## src/rtl/srcsel_pkg.sv

```systemverilog
package srcsel_pkg;
  typedef enum logic [2:0] {
    MD_OFF,
    MD_P1,
    MD_P2,
    MD_STBY,
    MD_BLOCK
  } mode_e;

  localparam logic [1:0] ACT_NONE = 2'd0;
  localparam logic [1:0] ACT_P1   = 2'd1;
  localparam logic [1:0] ACT_P2   = 2'd2;

  localparam logic [1:0] RSEL_P1    = 2'b11;
  localparam logic [1:0] RSEL_P2    = 2'b10;
  localparam logic [1:0] RSEL_STBY  = 2'b01;
  localparam logic [1:0] RSEL_BLOCK = 2'b00;
endpackage

```

## src/rtl/srcsel_sync.sv

```systemverilog
module srcsel_sync #(
  parameter int WIDTH  = 4,
  parameter int STAGES = 2
) (
  input  logic             clk,
  input  logic             rst,
  input  logic [WIDTH-1:0] d,
  output logic [WIDTH-1:0] q
);
  logic [WIDTH-1:0] stg [STAGES];

  always_ff @(posedge clk) begin
    if (rst) begin
      for (int i = 0; i < STAGES; i++) stg[i] <= '0;
    end else begin
      stg[0] <= d;
      for (int i = 1; i < STAGES; i++) stg[i] <= stg[i-1];
    end
  end

  assign q = stg[STAGES-1];
endmodule

```

## src/rtl/srcsel_decode.sv

```systemverilog
module srcsel_decode
  import srcsel_pkg::*;
(
  input  logic       pwr_ok,
  input  logic       bus_ctl,
  input  logic       pin_hi,
  input  logic       pin_lo,
  input  logic [1:0] reg_sel,
  output mode_e      mode
);
  always_comb begin
    if (!pwr_ok) begin
      mode = MD_OFF;
    end else if (bus_ctl) begin
      unique case (reg_sel)
        RSEL_P1:   mode = MD_P1;
        RSEL_P2:   mode = MD_P2;
        RSEL_STBY: mode = MD_STBY;
        default:   mode = MD_BLOCK;
      endcase
    end else if (!pin_hi) begin
      mode = MD_STBY;
    end else begin
      mode = pin_lo ? MD_P1 : MD_P2;
    end
  end
endmodule

```

## src/rtl/srcsel_outreg.sv

```systemverilog
module srcsel_outreg
  import srcsel_pkg::*;
#(
  parameter int NPORT = 2
) (
  input  logic             clk,
  input  logic             rst,
  input  mode_e            mode,
  input  logic             sink_hpd,
  input  logic [NPORT-1:0] src_scl,
  input  logic [NPORT-1:0] src_sda,
  output logic [1:0]       act_port,
  output logic [NPORT-1:0] term_en,
  output logic [NPORT-1:0] hpd_out,
  output logic             hiz_en,
  output logic             ddc_scl_sink,
  output logic             ddc_sda_sink
);
  logic [NPORT-1:0] is_port;
  logic             stby;

  assign is_port[0] = (mode == MD_P1);
  assign is_port[1] = (mode == MD_P2);
  assign stby       = (mode == MD_STBY);

  for (genvar p = 0; p < NPORT; p++) begin : g_port
    always_ff @(posedge clk) begin
      if (rst) begin
        term_en[p] <= 1'b0;
        hpd_out[p] <= 1'b0;
      end else begin
        term_en[p] <= is_port[p];
        hpd_out[p] <= (is_port[p] | stby) & sink_hpd;
      end
    end
  end

  always_ff @(posedge clk) begin
    if (rst) begin
      act_port     <= ACT_NONE;
      hiz_en       <= 1'b1;
      ddc_scl_sink <= 1'b1;
      ddc_sda_sink <= 1'b1;
    end else begin
      hiz_en <= (mode == MD_OFF);
      unique case (1'b1)
        is_port[0]: begin
          act_port     <= ACT_P1;
          ddc_scl_sink <= src_scl[0];
          ddc_sda_sink <= src_sda[0];
        end
        is_port[1]: begin
          act_port     <= ACT_P2;
          ddc_scl_sink <= src_scl[1];
          ddc_sda_sink <= src_sda[1];
        end
        default: begin
          act_port     <= ACT_NONE;
          ddc_scl_sink <= 1'b1;
          ddc_sda_sink <= 1'b1;
        end
      endcase
    end
  end
endmodule

```

## src/rtl/srcsel_ctrl.sv

```systemverilog
module srcsel_ctrl
  import srcsel_pkg::*;
#(
  parameter int SYNC_STAGES = 2
) (
  input  logic       clk,
  input  logic       rst,
  input  logic       sel_hi_pin,
  input  logic       sel_lo_pin,
  input  logic       pwr_on_pin,
  input  logic       bus_ctl_pin,
  input  logic [1:0] reg_sel,
  input  logic       sink_hpd,
  input  logic [1:0] src_scl,
  input  logic [1:0] src_sda,
  output logic [1:0] act_port,
  output logic [1:0] term_en,
  output logic [1:0] hpd_out,
  output logic       hiz_en,
  output logic       ddc_scl_sink,
  output logic       ddc_sda_sink
);
  localparam int NPIN  = 4;
  localparam int NPORT = 2;

  logic [NPIN-1:0] pin_raw, pin_s;
  mode_e           mode;

  assign pin_raw = {bus_ctl_pin, pwr_on_pin, sel_hi_pin, sel_lo_pin};

  srcsel_sync #(.WIDTH(NPIN), .STAGES(SYNC_STAGES)) u_sync (
    .clk (clk),
    .rst (rst),
    .d   (pin_raw),
    .q   (pin_s)
  );

  srcsel_decode u_dec (
    .pwr_ok  (pin_s[2]),
    .bus_ctl (pin_s[3]),
    .pin_hi  (pin_s[1]),
    .pin_lo  (pin_s[0]),
    .reg_sel (reg_sel),
    .mode    (mode)
  );

  srcsel_outreg #(.NPORT(NPORT)) u_out (
    .clk          (clk),
    .rst          (rst),
    .mode         (mode),
    .sink_hpd     (sink_hpd),
    .src_scl      (src_scl),
    .src_sda      (src_sda),
    .act_port     (act_port),
    .term_en      (term_en),
    .hpd_out      (hpd_out),
    .hiz_en       (hiz_en),
    .ddc_scl_sink (ddc_scl_sink),
    .ddc_sda_sink (ddc_sda_sink)
  );
endmodule

```

## config.mk

```make
export PLATFORM = sky130hd
export DESIGN_NAME = srcsel_ctrl
export DESIGN_NICKNAME = d
export VERILOG_FILES = /design/src/rtl/srcsel_pkg.sv /design/src/rtl/srcsel_sync.sv /design/src/rtl/srcsel_decode.sv /design/src/rtl/srcsel_outreg.sv /design/src/rtl/srcsel_ctrl.sv
export SDC_FILE = /design/constraint.sdc
export NUM_CORES = 1
export LEC_CHECK = 0
export CAP_MARGIN = 10
export CORE_MARGIN = 2
export CORE_UTILIZATION = 46
export DETAILED_ROUTE_END_ITERATION = 6
export GPL_ROUTABILITY_DRIVEN = 0
export HOLD_SLACK_MARGIN = 0.08
export PLACE_DENSITY = 0.81
export SLEW_MARGIN = 20
export SYNTH_ARGS = -nofsm -noshare
export SYNTH_HDL_FRONTEND = slang
export SYNTH_SLANG_ARGS = --single-unit
```

## constraint.sdc

```tcl
create_clock -name clk -period 3.4 [get_ports clk]
set_input_delay 0.68 -clock clk [delete_from_list [all_inputs] [get_ports clk]]
set_output_delay 0.68 -clock clk [all_outputs]
set_load 0.02 [all_outputs]
```

==> results.sh, run 1 <==
export IMPL_clk_pin_slew_worst_paths_ps=90
export IMPL_finalHoldWorstSlack_ps=444.0
export IMPL_startpoint_type="input pin"
export IMPL_drv_cap=0
export IMPL_ys_ff_latch=17
export IMPL_r2r_slack_ps=2080
export IMPL_hold_path_class="flop to flop"
export IMPL_drt_iter0_drc=5
export IMPL_regArea_um2=340.3
export IMPL_first_global_vias=507
export IMPL_fin_crit_sh=0.6214
export IMPL_finalSetupTns_ps=0
export IMPL_period_needed_ps=2113
export IMPL_fillers=108
export IMPL_setup_viol=0
export IMPL_ys_flop_type="dfxtp_1"
export IMPL_drc=0
export IMPL_hold_end="u_sync.stg[0][5]"
export IMPL_clk_path_buf_depth=2
export IMPL_fp_dieH_um=41.79
export IMPL_timing_rr_end="u_out.ddc_scl_sink"
export IMPL_worstPathRequired_ps=3610
export IMPL_synth_top_area_cell="dfxtp_1"
export IMPL_via_per_inst=5.133
export IMPL_yosys_top_cells_area="dfxtp_1 52%, nor2b_1 7.6%, ha_1 5.7%"
export IMPL_cp_end_kind="flop"
export IMPL_synth_edf_count=0
export IMPL_antenna_cells=0
export IMPL_start_util=0.4986
export IMPL_cts_root_buffer="clkbuf_4"
export IMPL_min_path_cells=1
export IMPL_finalNetCount=100
export IMPL_wl_per_cell_um=11.68
export IMPL_rsz0062_at_grt="no"
export IMPL_status="finished, final reports clean"
export IMPL_pin_count=22
export IMPL_slew_viol_final=0
export IMPL_coreArea_mm2=0.001318
export IMPL_routed_wl_um=1145
export IMPL_cts_sinks=17
export IMPL_die_x_um=41.79
export IMPL_netlist_area_um2=656.9
export IMPL_drive_gt1_frac=0.1205
export IMPL_cellPowerDensity_mw_per_mm2=393.8
export IMPL_post_cts_repair_setup_buffers=0
export IMPL_final_hold_violation_count=0
export IMPL_syn_avg_cell_area_um2=10.95
export IMPL_clock_skew_ps=3.660
export IMPL_rows=13
export IMPL_cts_htree_levels=1
export IMPL_yosys_area_top_type_share=0.5181
export IMPL_insertion_delay_ps=280
export IMPL_track_usage=0.1620
export IMPL_crit_fanout=5
export IMPL_post_cts_resized=0
export IMPL_hold_path_startpoint="u_sync.stg[0][1]"
export IMPL_synth_cell_type_count=22
export IMPL_r2r_start="u_sync.stg[0][7]"
export IMPL_postSynthCellCount=60
export IMPL_place_area_um2=878.3
export IMPL_peakVddDrop_mv=0.2748
export IMPL_vias=503
export IMPL_max_freq_mhz=473.3
export IMPL_reg2reg_depth=3
export IMPL_dieArea_mm2=0.001746
export IMPL_cts_tree="built"
export IMPL_p_leak_nw=0.3495
export IMPL_final_antenna_net_count=0
export IMPL_io_buffers=21
export IMPL_final_cell_area_um2=905.9
export IMPL_synth_warnings=0
export IMPL_tightest_slew_ps=624.7
export IMPL_antenna_found_initial=0
export IMPL_grt_overflow=0
export IMPL_synth_nets=76
export IMPL_multi_input_area_um2=294.0
export IMPL_dp_hpwl_um=901.4
export IMPL_slew_headroom=0.5822
export IMPL_synth_most_common_cell="dfxtp_1"
export IMPL_grt_pass1_wl_um=2194
export IMPL_critical_path_class="input pin to flop"
export IMPL_cts_buffers_inserted=3
export IMPL_drt_pass1_iterations=4
export IMPL_netlist_top_cells_count="17 x dfxtp_1, 8 x nor2b_1, 4 x inv_1, 4 x nor2_1"
export IMPL_yosysSeqAreaShare=0.5181
export IMPL_critPathArrivalTime_ps=2320
export IMPL_syn2layout_area_growth_pct=37.90
export IMPL_holdBufCountCts=0
export IMPL_async_flop_share=0
export IMPL_grt_max_degree=19
critical path: stages:
cell and delay [ps]:
clkdlybuf4s50_1 520, inv_1 60, ha_1 290, nand2b_1 170
o221ai_1 350, nor3b_2 240
power by group:
part	switching (W)	internal [W]	leakage, nW
sequential	0.00000306	0.000206	0.139
combinational	0.0000193	0.0000272	0.192
clock	0.0000573	0.0000436	0.0177
layer usage:
layer  global-route usage  part of all wire
met5                    0                 0
met4              0.07742             0.019
met3              0.06522             0.078
met2               0.2781              0.51
met1               0.1703              0.40
flip-flops by register name, indices dropped and copies added (netlist names):
register            count
u_out.hpd_out           2
u_out.ddc_sda_sink      1
u_out.hiz_en            1
u_out.term_en           2
u_sync.stg              8
u_out.act_port          2
u_out.ddc_scl_sink      1
final cells by class:
cell class,instances,share of cell area
flip-flops and latches,17,0.3757
multi-input cells,37,0.3246
repair buffers,21,0.2320
clock buffers,3,0.02486
well taps,15,0.02072
inverters,4,0.01657
clock inverters,1,0.005525
stage by stage:
stage,setup WS (ps),utilization,std cells,power [W]
2_1_floorplan,1723,-,60,0.0002372
5_1_grt,1161,0.6876,98,0.0003792
4_1_cts,1302,0.6876,98,0.0003641
3_5_place_dp,1000,0.6667,94,0.0002608
3_3_place_gp,1098,0.6667,94,0.0002588
6_report,1287,0.6876,98,0.0003567
worst max path at each step:
| stage | startpoint | endpoint | slack (ps) | depth (start not counted) |
|---|---|---|---|---|
| finish | reg_sel[0] | u_out.act_port[0] | 1290 | 6 |
| global route | reg_sel[0] | u_out.act_port[0] | 1160 | 6 |
| CTS | reg_sel[0] | u_out.act_port[0] | 1300 | 6 |
| detailed placement | reg_sel[0] | u_out.act_port[0] | 1000 | 6 |
| global placement | reg_sel[0] | u_out.act_port[0] | 1100 | 6 |
| floorplan | reg_sel[0] | u_out.act_port[0] | 1720 | 5 |
cells in the final DEF, fill, tap and decap left out, drive strengths merged:
| cell | count |
|---|---|
| a211oi | 1 |
| a21o | 2 |
| a21oi | 1 |
| a32oi | 2 |
| and2 | 1 |
| clkbuf | 3 |
| clkdlybuf4s50 | 21 |
| clkinv | 1 |
| dfxtp | 17 |
| ha | 3 |
| inv | 4 |
| nand2 | 1 |
| nand2b | 1 |
| nand3b | 1 |
| nor2 | 4 |
| nor2b | 8 |
| nor3 | 1 |
| nor3b | 6 |
| nor4b | 2 |
| o2111a | 1 |
| o221ai | 1 |
| or3 | 1 |
cell families (layout without fill, tap and decap cells):
family / Yosys count / after routing / synth area share
fa+ha+maj: 3 / 3 / 0.05715
buf+inv: 6 / 29 / 0.03428
flops: 17 / 17 / 0.5181
simple gates: 26 / 26 / 0.2876
compound gates: 8 / 8 / 0.1029
Power figures use the tool's default switching activity.
==> inputs of run 2 (changes only) <==
--- a/config.mk
+++ b/config.mk
@@ -6,12 +6,13 @@
 export NUM_CORES = 1
 export LEC_CHECK = 0
 export CAP_MARGIN = 10
+export CORE_ASPECT_RATIO = 0.8
 export CORE_MARGIN = 2
-export CORE_UTILIZATION = 46
+export CORE_UTILIZATION = 38
 export DETAILED_ROUTE_END_ITERATION = 6
 export GPL_ROUTABILITY_DRIVEN = 0
 export HOLD_SLACK_MARGIN = 0.08
-export PLACE_DENSITY = 0.81
+export PLACE_DENSITY = 0.71
 export SLEW_MARGIN = 20
 export SYNTH_ARGS = -nofsm -noshare
 export SYNTH_HDL_FRONTEND = slang
==> constraint.sdc (replaced) <==
create_clock -name clk -period 1.9 [get_ports clk]
set_input_delay 0.38 -clock clk [delete_from_list [all_inputs] [get_ports clk]]
set_output_delay 0.38 -clock clk [all_outputs]
set_load 0.02 [all_outputs]
==> results.sh, run 2 (same netlist as run 1, synthesis figures left out) <==
export IMPL_status="finished, final reports clean"
export IMPL_dp_cells=104
export IMPL_clock_skew_ps=5.010
export IMPL_cp_end_kind="flop"
export IMPL_drv_cap=0
export IMPL_dieArea_mm2=0.002079
export IMPL_critPathArrivalTime_ps=1880
export IMPL_max_freq_mhz=597.3
export IMPL_slew_viol_final=0
export IMPL_first_global_vias=454
export IMPL_coreArea_mm2=0.001627
export IMPL_cts_root_buffer="clkbuf_4"
export IMPL_rows=13
export IMPL_setup_viol=0
export IMPL_die_x_um=50.49
export IMPL_cts_htree_levels=1
export IMPL_final_util=0.5754
export IMPL_cts_sinks=17
export IMPL_critPathTopFamily="buffers and inverters"
export IMPL_crit_fanout=5
export IMPL_p_leak_nw=0.3607
export IMPL_wl_per_cell_um=9.852
export IMPL_finalNonFillerCells=108
export IMPL_syn2layout_area_growth_pct=42.48
export IMPL_dp_slack_ps=-70.06
export IMPL_cellPowerDensity_mw_per_mm2=681.8
export IMPL_pin_count=22
export IMPL_holdBufCountCts=0
export IMPL_crit_buf_inv=3
export IMPL_via_per_inst=4.574
export IMPL_critical_path_class="input pin to flop"
export IMPL_fp_dieH_um=41.19
export IMPL_final_hold_violation_count=0
export IMPL_start_util=0.4038
export IMPL_cts_tree="built"
export IMPL_drt_pass1_iterations=4
export IMPL_total_power_w=0.0006381
export IMPL_cp_cell_sequence="clkdlybuf4s50_1 > inv_1 > ha_1 > nand2b_1 > o221ai_1 > buf_4 > nor3b_2"
export IMPL_largest_register_ffs=8
export IMPL_post_cts_repair_setup_buffers=0
export IMPL_slew_headroom=0.7037
export IMPL_final_cell_mix="21 x clkdlybuf4s50_1, 17 x dfxtp_1, 8 x nor2b_1"
export IMPL_io_buffers=21
export IMPL_startpoint_type="input pin"
export IMPL_fin_crit_sh=0.8811
export IMPL_clk_path_buf_depth=2
export IMPL_rsz0062_at_grt="no"
export IMPL_peakVddDrop_mv=0.4327
export IMPL_slowest_delay_ps=480
export IMPL_dp_hpwl_um=806.6
export IMPL_post_cts_resized=0
export IMPL_grt_overflow=0
export IMPL_final_antenna_net_count=0
export IMPL_grt_max_degree=12
export IMPL_grt_pass1_wl_um=1945
export IMPL_drive_gt1_frac=0.1395
export IMPL_critPathSlowestCell="clkdlybuf4s50_1"
export IMPL_worstPathRequired_ps=2100
export IMPL_final_common_cell="clkdlybuf4s50_1"
export IMPL_vias=494
export IMPL_hold_path_class="flop to flop"
export IMPL_antenna_cells=0
export IMPL_finalNetCount=103
export IMPL_clk_pin_slew_worst_paths_ps=90
export IMPL_worst_slack_ps=225.8
export IMPL_insertion_delay_ps=280
export IMPL_routed_wl_um=1064
export IMPL_tightest_slew_ps=443.4
export IMPL_drt_iter0_drc=9
export IMPL_period_needed_ps=1674
export IMPL_regMostFlops="u_sync.stg"
export IMPL_finalHoldWorstSlack_ps=439.9
export IMPL_antenna_found_initial=0
export IMPL_drc=0
export IMPL_cts_buffers_inserted=3
export IMPL_track_usage=0.1338
run 2: cell types whose count changed in the layout (fill, tap and decap cells not counted):
cell / before / now
clkinv_2: 1 / 0
clkbuf_1: 0 / 1
buf_4: 0 / 3
run 2: cell type report:
cell class / instances / area, um2
fillers: 150 / 690.7
multi-input cells: 37 / 294.0
well taps: 22 / 27.53
flip-flops and latches: 17 / 340.3
repair buffers: 24 / 232.7
clock buffers: 4 / 26.28
inverters: 4 / 15.01
run 2: report_power, final:
part           switching (W)  internal [W]
sequential        0.00000501      0.000369
combinational      0.0000350     0.0000523
clock              0.0000954     0.0000814
total               0.000135      0.000503
run 2: routing by layer:
layer	global-route usage	part of all wire	vias up
met1	0.1425	0.49	215
met3	0.07299	0.084	0
met2	0.2368	0.43	20
met5	0	0	-
li1	-	-	259
met4	0.04054	0	0
run 2: stage by stage:
step,setup TNS [ps],area [um2]
floorplan,0,656.9
global placement,-31.28,909.6
detailed placement,-167.3,909.6
CTS,0,935.9
global route,0,935.9
finish,0,935.9
run 2: worst paths after layout:
path / start / end / slack (ps) / cells after the start
setup / recovery: reg_sel[1] / u_out.act_port[0] / 230 / 7
hold / removal: u_sync.stg[0][1] / u_sync.stg[0][5] / 440 / 1
setup reg to reg: u_sync.stg[0][7] / u_out.ddc_sda_sink / 620 / 3
hold reg to reg: u_sync.stg[0][1] / u_sync.stg[0][5] / 440 / 1
